File: src/rtl/canmode_pkg.sv
package canmode_pkg;
  typedef enum logic [1:0] {
    MODE_OPER  = 2'd0,
    MODE_RESET = 2'd1,
    MODE_HALT  = 2'd2,
    MODE_SLEEP = 2'd3
  } mode_e;

  localparam int TS1_W   = 4;
  localparam int BRP_W   = 10;
  localparam int SJW_W   = 2;
  localparam int TS2_W   = 3;
  localparam int TS1_LSB = 20;
  localparam int BRP_LSB = 8;
  localparam int SJW_LSB = 4;
  localparam int TS2_LSB = 0;
  localparam int TS1_MIN = 4;
  localparam int TS2_MIN = 2;

  localparam int CTL_W        = 16;
  localparam int CTL_FIFO     = 0;
  localparam int CTL_IDF_LSB  = 1;
  localparam int CTL_LOSS     = 3;
  localparam int CTL_MODE_LSB = 8;
  localparam int CTL_SLEEP    = 10;
  localparam int CTL_BOM_LSB  = 11;
  localparam logic [CTL_W-1:0] CTL_MASK  = 16'h1F0F;
  localparam logic [CTL_W-1:0] CTL_RESET = 16'h0500;

  localparam logic [1:0] REQ_OPER  = 2'b00;
  localparam logic [1:0] REQ_HALT  = 2'b10;
  localparam logic [1:0] REQ_FORCE = 2'b11;
  localparam logic [1:0] BOM_HALT  = 2'b01;
endpackage

File: src/rtl/canmode_seq.sv
module canmode_seq
  import canmode_pkg::*;
#(
  parameter int LATENCY = 3
) (
  input  logic       clk,
  input  logic       rst_n,
  input  logic [1:0] req_i,
  input  logic       sleep_i,
  input  logic [1:0] bom_i,
  input  logic       busoff_i,
  output mode_e      cur_o,
  output logic       bo_halt_o
);
  localparam int CW = $clog2(LATENCY + 1);
  localparam logic [CW-1:0] LAST = CW'(LATENCY - 1);

  mode_e          cur_q;
  mode_e          target;
  logic [CW-1:0]  cnt_q;
  logic           force_rst;
  logic           pending;

  always_comb begin
    case (req_i)
      REQ_OPER: target = MODE_OPER;
      REQ_HALT: target = MODE_HALT;
      default:  target = MODE_RESET;
    endcase
  end

  assign force_rst = (req_i == REQ_FORCE);
  assign bo_halt_o = busoff_i && (bom_i == BOM_HALT) && (cur_q == MODE_OPER) && !force_rst;
  assign pending   = (target != cur_q) && !((target == MODE_OPER) && sleep_i);

  always_ff @(posedge clk or negedge rst_n) begin
    if (!rst_n) begin
      cur_q <= MODE_RESET;
      cnt_q <= '0;
    end else if (force_rst) begin
      cur_q <= MODE_RESET;
      cnt_q <= '0;
    end else if (bo_halt_o) begin
      cur_q <= MODE_HALT;
      cnt_q <= '0;
    end else if (pending) begin
      if (cnt_q == LAST) begin
        cur_q <= target;
        cnt_q <= '0;
      end else begin
        cnt_q <= cnt_q + 1'b1;
      end
    end else begin
      cnt_q <= '0;
    end
  end

  assign cur_o = cur_q;

  a_r5_sleep_hold: assert property (@(posedge clk) disable iff (!rst_n)
    (cur_q != MODE_OPER && sleep_i) |=> (cur_q != MODE_OPER));

  a_r4_force_reset: assert property (@(posedge clk) disable iff (!rst_n)
    (req_i == REQ_FORCE) |=> (cur_q == MODE_RESET));

  a_r9_busoff_halt: assert property (@(posedge clk) disable iff (!rst_n)
    (busoff_i && bom_i == BOM_HALT && cur_q == MODE_OPER && req_i != REQ_FORCE)
      |=> (cur_q == MODE_HALT));

  a_r10_busoff_ignored: assert property (@(posedge clk) disable iff (!rst_n)
    (busoff_i && bom_i != BOM_HALT && cur_q == MODE_OPER && req_i == REQ_OPER)
      |=> (cur_q == MODE_OPER));
endmodule

File: src/rtl/canmode_btcfg.sv
module canmode_btcfg
  import canmode_pkg::*;
(
  input  logic             clk,
  input  logic             rst_n,
  input  logic             wr_i,
  input  logic             allow_i,
  input  logic [TS1_W-1:0] ts1_i,
  input  logic [BRP_W-1:0] brp_i,
  input  logic [SJW_W-1:0] sjw_i,
  input  logic [TS2_W-1:0] ts2_i,
  output logic [31:0]      cfg_o,
  output logic [TS1_W:0]   ts1_tq_o,
  output logic [BRP_W:0]   brp_o,
  output logic [SJW_W:0]   sjw_tq_o,
  output logic [TS2_W:0]   ts2_tq_o
);
  localparam logic [TS1_W-1:0] TS1_FLOOR = TS1_W'(TS1_MIN - 1);
  localparam logic [TS2_W-1:0] TS2_FLOOR = TS2_W'(TS2_MIN - 1);

  logic [TS1_W-1:0] ts1_q;
  logic [BRP_W-1:0] brp_q;
  logic [SJW_W-1:0] sjw_q;
  logic [TS2_W-1:0] ts2_q;

  always_ff @(posedge clk or negedge rst_n) begin
    if (!rst_n) begin
      ts1_q <= TS1_FLOOR;
      brp_q <= '0;
      sjw_q <= '0;
      ts2_q <= TS2_FLOOR;
    end else if (wr_i && allow_i) begin
      ts1_q <= (ts1_i < TS1_FLOOR) ? TS1_FLOOR : ts1_i;
      brp_q <= brp_i;
      sjw_q <= sjw_i;
      ts2_q <= (ts2_i < TS2_FLOOR) ? TS2_FLOOR : ts2_i;
    end
  end

  always_comb begin
    cfg_o = '0;
    cfg_o[TS1_LSB +: TS1_W] = ts1_q;
    cfg_o[BRP_LSB +: BRP_W] = brp_q;
    cfg_o[SJW_LSB +: SJW_W] = sjw_q;
    cfg_o[TS2_LSB +: TS2_W] = ts2_q;
  end

  assign ts1_tq_o = {1'b0, ts1_q} + 1'b1;
  assign brp_o    = {1'b0, brp_q} + 1'b1;
  assign sjw_tq_o = {1'b0, sjw_q} + 1'b1;
  assign ts2_tq_o = {1'b0, ts2_q} + 1'b1;

  a_r8_hold_outside_reset: assert property (@(posedge clk) disable iff (!rst_n)
    (wr_i && !allow_i) |=> $stable(cfg_o));

  a_r7_segment_floor: assert property (@(posedge clk) disable iff (!rst_n)
    (int'(ts1_tq_o) >= TS1_MIN) && (int'(ts2_tq_o) >= TS2_MIN));
endmodule

File: src/rtl/canmode_ctrl.sv
module canmode_ctrl
  import canmode_pkg::*;
#(
  parameter int LATENCY = 3
) (
  input  logic        clk,
  input  logic        rst_n,
  input  logic        reg_wr,
  input  logic [1:0]  reg_waddr,
  input  logic [31:0] reg_wdata,
  input  logic [1:0]  reg_raddr,
  output logic [31:0] reg_rdata,
  input  logic        busoff_i,
  output logic [1:0]  mode_o,
  output logic        in_reset_o,
  output logic        fifo_mode_o,
  output logic        lost_overrun_o,
  output logic [1:0]  idfmt_o,
  output logic [4:0]  tseg1_tq_o,
  output logic [10:0] brp_div_o,
  output logic [2:0]  sjw_tq_o,
  output logic [3:0]  tseg2_tq_o
);
  logic [CTL_W-1:0] ctrl_q;
  logic [CTL_W-1:0] ctrl_nxt;
  mode_e            cur;
  logic             bo_halt;
  logic             wr_ctl;
  logic             wr_bt;
  logic [31:0]      bt_word;
  logic [31:0]      status;
  logic             sleep;
  logic             unused_wbits;

  assign wr_ctl = reg_wr && (reg_waddr == 2'd0);
  assign wr_bt  = reg_wr && (reg_waddr == 2'd2);
  assign sleep  = ctrl_q[CTL_SLEEP];
  assign unused_wbits = ^{reg_wdata[31:24], reg_wdata[19:18], reg_wdata[7:6], reg_wdata[3]};

  always_comb begin
    ctrl_nxt = wr_ctl ? (reg_wdata[CTL_W-1:0] & CTL_MASK) : ctrl_q;
    if (bo_halt) ctrl_nxt[CTL_MODE_LSB +: 2] = REQ_HALT;
  end

  always_ff @(posedge clk or negedge rst_n) begin
    if (!rst_n) ctrl_q <= CTL_RESET;
    else        ctrl_q <= ctrl_nxt;
  end

  canmode_seq #(.LATENCY(LATENCY)) u_seq (
    .clk       (clk),
    .rst_n     (rst_n),
    .req_i     (ctrl_q[CTL_MODE_LSB +: 2]),
    .sleep_i   (sleep),
    .bom_i     (ctrl_q[CTL_BOM_LSB +: 2]),
    .busoff_i  (busoff_i),
    .cur_o     (cur),
    .bo_halt_o (bo_halt)
  );

  canmode_btcfg u_bt (
    .clk      (clk),
    .rst_n    (rst_n),
    .wr_i     (wr_bt),
    .allow_i  (cur == MODE_RESET),
    .ts1_i    (reg_wdata[TS1_LSB +: TS1_W]),
    .brp_i    (reg_wdata[BRP_LSB +: BRP_W]),
    .sjw_i    (reg_wdata[SJW_LSB +: SJW_W]),
    .ts2_i    (reg_wdata[TS2_LSB +: TS2_W]),
    .cfg_o    (bt_word),
    .ts1_tq_o (tseg1_tq_o),
    .brp_o    (brp_div_o),
    .sjw_tq_o (sjw_tq_o),
    .ts2_tq_o (tseg2_tq_o)
  );

  always_comb begin
    status     = '0;
    status[8]  = (cur == MODE_RESET);
    status[9]  = (cur == MODE_HALT);
    status[10] = sleep;
  end

  always_comb begin
    case (reg_raddr)
      2'd0:    reg_rdata = {{(32-CTL_W){1'b0}}, ctrl_q};
      2'd1:    reg_rdata = status;
      2'd2:    reg_rdata = bt_word;
      default: reg_rdata = '0;
    endcase
  end

  assign mode_o         = sleep ? MODE_SLEEP : cur;
  assign in_reset_o     = (cur == MODE_RESET);
  assign fifo_mode_o    = ctrl_q[CTL_FIFO];
  assign lost_overrun_o = ctrl_q[CTL_LOSS];
  assign idfmt_o        = ctrl_q[CTL_IDF_LSB +: 2];

  a_r11_halt_field_written: assert property (@(posedge clk) disable iff (!rst_n)
    bo_halt |=> (ctrl_q[CTL_MODE_LSB +: 2] == REQ_HALT));

  a_r12_masked_bits_zero: assert property (@(posedge clk) disable iff (!rst_n)
    (ctrl_q & ~CTL_MASK) == '0);
endmodule

File: config.mk
export PLATFORM = sky130hd
export DESIGN_NAME = canmode_ctrl
export DESIGN_NICKNAME = d
export VERILOG_FILES = /design/src/rtl/canmode_pkg.sv /design/src/rtl/canmode_seq.sv /design/src/rtl/canmode_btcfg.sv /design/src/rtl/canmode_ctrl.sv
export SDC_FILE = /design/constraint.sdc
export NUM_CORES = 1
export LEC_CHECK = 0
export BUFFER_PORTS_ARGS = -buffer_cell sky130_fd_sc_hd__buf_2
export CAP_MARGIN = 20
export CORE_ASPECT_RATIO = 1.25
export CORE_MARGIN = 1.5
export CORE_UTILIZATION = 49
export CTS_BUF_LIST = sky130_fd_sc_hd__clkbuf_16
export DETAILED_ROUTE_END_ITERATION = 10
export GPL_ROUTABILITY_DRIVEN = 1
export PLACE_DENSITY = 0.94
export SLEW_MARGIN = 40
export SYNTH_ARGS = -nofsm -noshare
export SYNTH_HDL_FRONTEND = slang
export SYNTH_SLANG_ARGS = --single-unit
File: constraint.sdc
create_clock -name clk -period 2.7 [get_ports clk]
set_clock_uncertainty 0.05 [all_clocks]
set_input_delay 0.27 -clock clk [delete_from_list [all_inputs] [get_ports clk]]
set_output_delay 0.27 -clock clk [all_outputs]
set_load 0.005 [all_outputs]
# Word level (Yosys, flattened, before mapping)
# Cells that the tools add are included.
[totals]
latchBits = 0
regBits = 32
rom_bits = 0
elab_cells = 59
n_memories = 0
output_inout_bits = 62
ram_bits = 0
[classes]
n_eq_ne = 10
magnitude_cmp = 2
n_bitwise = 0
reduce_logical = 19
shifts = 0
multipliers = 0
n_div = 0
muxes = 15
add_sub_neg = 5
[ops]
columns = ["op", "n"]
rows = [
  ["one-hot mux 24 bit (3 select lines)", 1],
  ["2-to-1 mux 2 bit", 10],
  ["equality test 2 bit, second input constant", 6],
  ["adder 10 x 1 -> 11 bit, second input constant", 1],
  ["logical NOT 2 bit", 5],
  ["2-to-1 mux 10 bit", 1],
  ["logical AND 1 bit", 8],
  ["equality test 2 x 1 -> 1 bit, second input constant", 3],
  ["nonzero test 3 bit", 2],
  ["adder 4 x 1 -> 5 bit, second input constant", 1],
  ["adder 3 x 1 -> 4 bit, second input constant", 1],
  ["< comparator 4 x 2 -> 1 bit, second input constant", 1],
  ["2-to-1 mux 4 bit", 1],
  ["one-hot mux 2 bit (2 select lines)", 1],
  ["adder 2 x 1 -> 3 bit, second input constant", 1],
  ["< comparator 3 x 1 -> 1 bit, second input constant", 1],
  ["2-to-1 mux 3 bit", 1],
  ["adder 2 x 1 -> 2 bit, second input constant", 1],
  ["logical NOT 1 bit", 2],
  ["!= test 2 bit", 1],
  ["AND reduction 2 bit", 1],
  ["nonzero test 2 bit", 1],
]

# Logic depth before layout (Yosys ltp)
[logic_depth]
ltp_word = 9
ltp_mapped = 5
ltp_nobuf = 3

# Hierarchy
# Synthesis repeated with hierarchy kept, for this count alone.
[unflattened]
hier_cells = 205
area_unflattened_um2 = 2167.1
[by_module_without_submodules]
columns = ["module", "instances", "cells_each", "area_per_inst_um2"]
rows = [
  ["canmode_btcfg", 1, 94, 1133.6],
  ["canmode_ctrl", 1, 79, 783.3],
  ["canmode_seq", 1, 32, 250.2],
]

# Worst setup path before layout
# Ideal clock, no wire load.
[synth_timing]
path_kind = "register to register"
from = "register u_seq.cur_q[0] (netlist: u_seq.cur_o[0])"
to = "register u_bt.brp_q[5]"
path_stages_with_launch = 6
path_buffers = 2
setup_ps = 125
arrival_ps = 1523
t_required_ps = 2525
period_less_slack_ps = 1698
slack_ps = 1002
path_cell_list = "dfstp_2 > nor2b_1 > nand4b_1 > buf_6 > buf_6 > mux2_2"
[synth_via]
elab_chain_cells = 2
[synth_lines]
columns = ["element", "line_no", "source"]
rows = [
  ["start: declaration", "canmode_seq.sv:18", "mode_e cur_q;"],
  ["start signal: assignment", "canmode_seq.sv:48", "cur_q <= target;"],
  ["equality test 2 x 1 -> 1 bit", "--", ""],
  ["via in_reset_o", "canmode_ctrl.sv:15", "output logic in_reset_o,"],
  ["logical AND 1 bit", "canmode_btcfg.sv:32", "end else if (wr_i && allow_i) begin"],
  ["end signal: assignment", "canmode_btcfg.sv:34", "brp_q <= brp_i;"],
  ["end: declaration", "canmode_btcfg.sv:22", "logic [BRP_W-1:0] brp_q;"],
]
# The timed path passes the listed nets, and every way through them passes these cells.
# A chain may end at the register's enable or synchronous reset.

# Worst setup path after layout
[layout_timing]
from = "register u_seq.cur_q[0] (netlist: u_seq.cur_o[0])"
to = "output port reg_rdata[8]"
[layout_via]
elab_chain_cells = 2
[layout_lines]
columns = ["element", "line_no", "source"]
rows = [
  ["equality test 2 x 1 -> 1 bit", "canmode_ctrl.sv:79", "status[8] = (cur == MODE_RESET);"],
  ["one-hot mux 24 bit (3 select lines)", "canmode_ctrl.sv:85", "case (reg_raddr)"],
  ["end: declaration", "canmode_ctrl.sv:12", "output logic [31:0] reg_rdata,"],
]
# No other way between the ends.

==> results.json <==
{
  "status": "complete, but fails checks",
  "violations": "negative hold slack",
  "syn_inst": 185,
  "max_freq_mhz": 537,
  "ys_warn_count": 0,
  "vias": 1568,
  "fp.dieW_um": 59.3,
  "ant_nets": 0,
  "synth-main-ff-cell": "dfrtp_1",
  "tns_ps": 0,
  "period_needed_ps": 1860,
  "tightest_slew_ps": 693,
  "critPathLaunchType": "flip-flop",
  "cts.root.buffer_cell": "clkbuf_16",
  "dp_hpwl_um": 3120,
  "drt_iter0_markers": 52,
  "whs_ps": -7.26,
  "rsz0062_at_grt": "no",
  "grt_max_degree": 33,
  "worstSetupPathType": "flip-flop to output port",
  "synth_edf_count": 0,
  "cts_tree": "done",
  "first_pass_iters": 5,
  "wl_um": 4130,
  "route.detailed.drc": 0,
  "core-area_sq_um": 3780,
  "netlist_top_cells_area": "dfrtp_1 34%, mux2_2 13%, dfstp_2 8.1%",
  "yosysTopAreaCell": "dfrtp_1",
  "ys_ff_latch": 32,
  "dp_cells": 307,
  "required_ps": 2380,
  "final_max_slew_viol_count": 0,
  "ys_types": 41,
  "hold_viol_final": 5,
  "slowest_stage": "dfstp_2",
  "fp-row-count": 25,
  "cap_violations": 0,
  "dieHeight_um": 73.4,
  "post-route-cell-area_sq_um": 2470,
  "nFillCells": 331,
  "crit_path_end_kind": "output port",
  "place.port_buffers": 77,
  "slowest_delay_ps": 580,
  "wl_per_cell_um": 13.1,
  "post_cts_buffers": 0,
  "final_nets": 304,
  "pre_cts_slack_ps": 791,
  "drt-vias-per-instance": 4.98,
  "clk_latency_ps": 270,
  "cts_resized": 0,
  "ir_worst_vdd_v": 0.000658,
  "setup_viol": 0,
  "synthArstFlopShare_pct": 100,
  "layout-drive-gt1-share_pct": 46.4,
  "area_growth_pct": 27.1,
  "finalCritPeriodShare_pct": 69.0,
  "io-pin-count": 102,
  "path_cells": "nor2b_1 > inv_1 > o22ai_1 > buf_2",
  "clk_pin_slew_ps": 50,
  "die_area_sq_um": 4350,
  "avgSynthCellArea_sq_um": 10.5,
  "relSlewSlack_pct": 53.8,
  "synth_area_sq_um": 1940,
  "initial_core_util_pct": 51.3,
  "power_density_nw_per_um2": 1060,
  "yosysTopAreaCellShare_pct": 33.5,
  "p_leak_nw": 1.27,
  "diodes": 0,
  "gp_congestion": 0.908,
  "grt_overflow": 0,
  "grt_pass1_wl_um": 6450,
  "path_max_fanout": 6,
  "antenna_found_initial": 0,
  "ys_seq_area_share_pct": 41.7,
  "holdBufCountCts": 0,
  "grtUsageTotal_pct": 19.6,
  "clkSinkCount": 32,
  "clockBufferDepth": 2,
  "dpl_cell_area_sq_um": 2300,
  "htree_num_levels": 2,
  "grt_pass1_vias": 1406,
  "finalWorstSetupSlack_ps": 837,
  "cts_buffers": 5,
  "finalNonFillerCells": 315,
  "arrival_ps": 1540,
  "hp-class": "input pin to async pin"
}
[critical path, delay by kind of cell, from the launching register on]
kind            cells  cell delay, ps
flops               1             580
compound gates      1             120
buf+inv             2             210
simple gates        1             360
[flip-flops by register name, indices dropped and copies added, names as in the netlist]
signal	count
u_bt.brp_q	10
ctrl_q	9
u_bt.ts1_q	4
u_bt.ts2_q	3
u_bt.sjw_q	2
u_seq.cnt_q	2
u_seq.cur_o	2
[synthesized netlist by cell type, types with 2 or more instances]
library cell / number
nor2b_1: 3
nand4_1: 2
buf_4: 14
and2_1: 11
mux2i_1: 12
nor2_1: 13
nor3b_1: 2
buf_6: 2
mux2_2: 22
and3_1: 4
nand3_1: 6
dfrtp_1: 26
inv_1: 8
nor4_1: 2
ha_1: 4
xor2_1: 4
clkbuf_1: 5
or3b_2: 2
xnor2_1: 7
nand2b_1: 2
nand2_1: 6
dfstp_2: 6
o21ai_0: 4
[layer usage]
metal / wire, um / global-route usage (%) / share of wire [%] / up-vias
met2: 2200 / 33.5 / 53 / 62
met1: 1680 / 23.3 / 41 / 741
li1: - / - / - / 763
met4: 34 / 7.58 / 0.82 / 0
met3: 213 / 4.75 / 5.2 / 2
met5: 0 / 0 / 0 / -
[cell families (layout without fill, tap and decap cells)]
group	Yosys count	in the layout	synth area share, %
xor+xnor	11	11	4.96
other cells	1	12	0.193
fa+ha+maj	4	4	2.58
buf+inv	30	95	9.28
flops	32	32	41.7
mux	34	34	19.0
simple gates	59	59	17.2
compound gates	14	14	5.16
[where the power goes]
group	total (mW)	internal (mW)	switching, mW
Sequential	0.969	0.712	0.256
Combinational	1.02	0.583	0.436
Clock	0.624	0.432	0.192
[cell type report]
type | instances | area, sq um | area share (%)
flip-flops and latches | 32 | 808 | 32.8
clock inverters | 3 | 42.5 | 1.72
inverters | 8 | 30.0 | 1.22
well taps | 54 | 67.6 | 2.74
clock buffers | 5 | 125 | 5.07
multi-input cells | 134 | 993 | 40.3
repair buffers | 79 | 400 | 16.2
[through the flow]
stage	utilization (%)	hold WS, ps	power [mW]
final	65.2	-7.26	2.61
after floorplan	-	-75.6	1.56
after global routing	65.2	61.0	2.82
after global placement	60.8	308	1.95
after detailed placement	60.8	308	2.00
after CTS	65.2	21.5	2.64
[cell usage in the layout (no fill, tap or decap), types with 5 or more instances in the layout]
cell type and n:
xnor2_1 7, dfstp_2 6, mux2_2 22, nand2_1 6, clkbuf_16 5, nand3_1 6
and2_1 11, inv_1 8, conb_1 12, mux2i_1 12, dfrtp_1 26, buf_2 77
nor2_1 13
[worst paths after layout]
| path | startpoint | slack, ps | end | cells after the start |
|---|---|---|---|---|
| max | u_seq.cur_o[0] | 840 | reg_rdata[8] | 4 |
| max reg2reg | u_seq.cur_o[0] | 910 | u_bt.ts1_q[2] | 4 |
| min in group clk | reg_wdata[10] | 170 | ctrl_q[10] | 3 |
| min reg2reg | u_bt.ts1_q[1] | 450 | u_bt.ts1_q[1] | 2 |
| min | rst_n | -7 | u_seq.cnt_q[1] | 1 |
| max in group asynchronous | rst_n | 2150 | u_bt.ts1_q[3] | 1 |
Note: power is estimated with default switching activity, not from simulation.
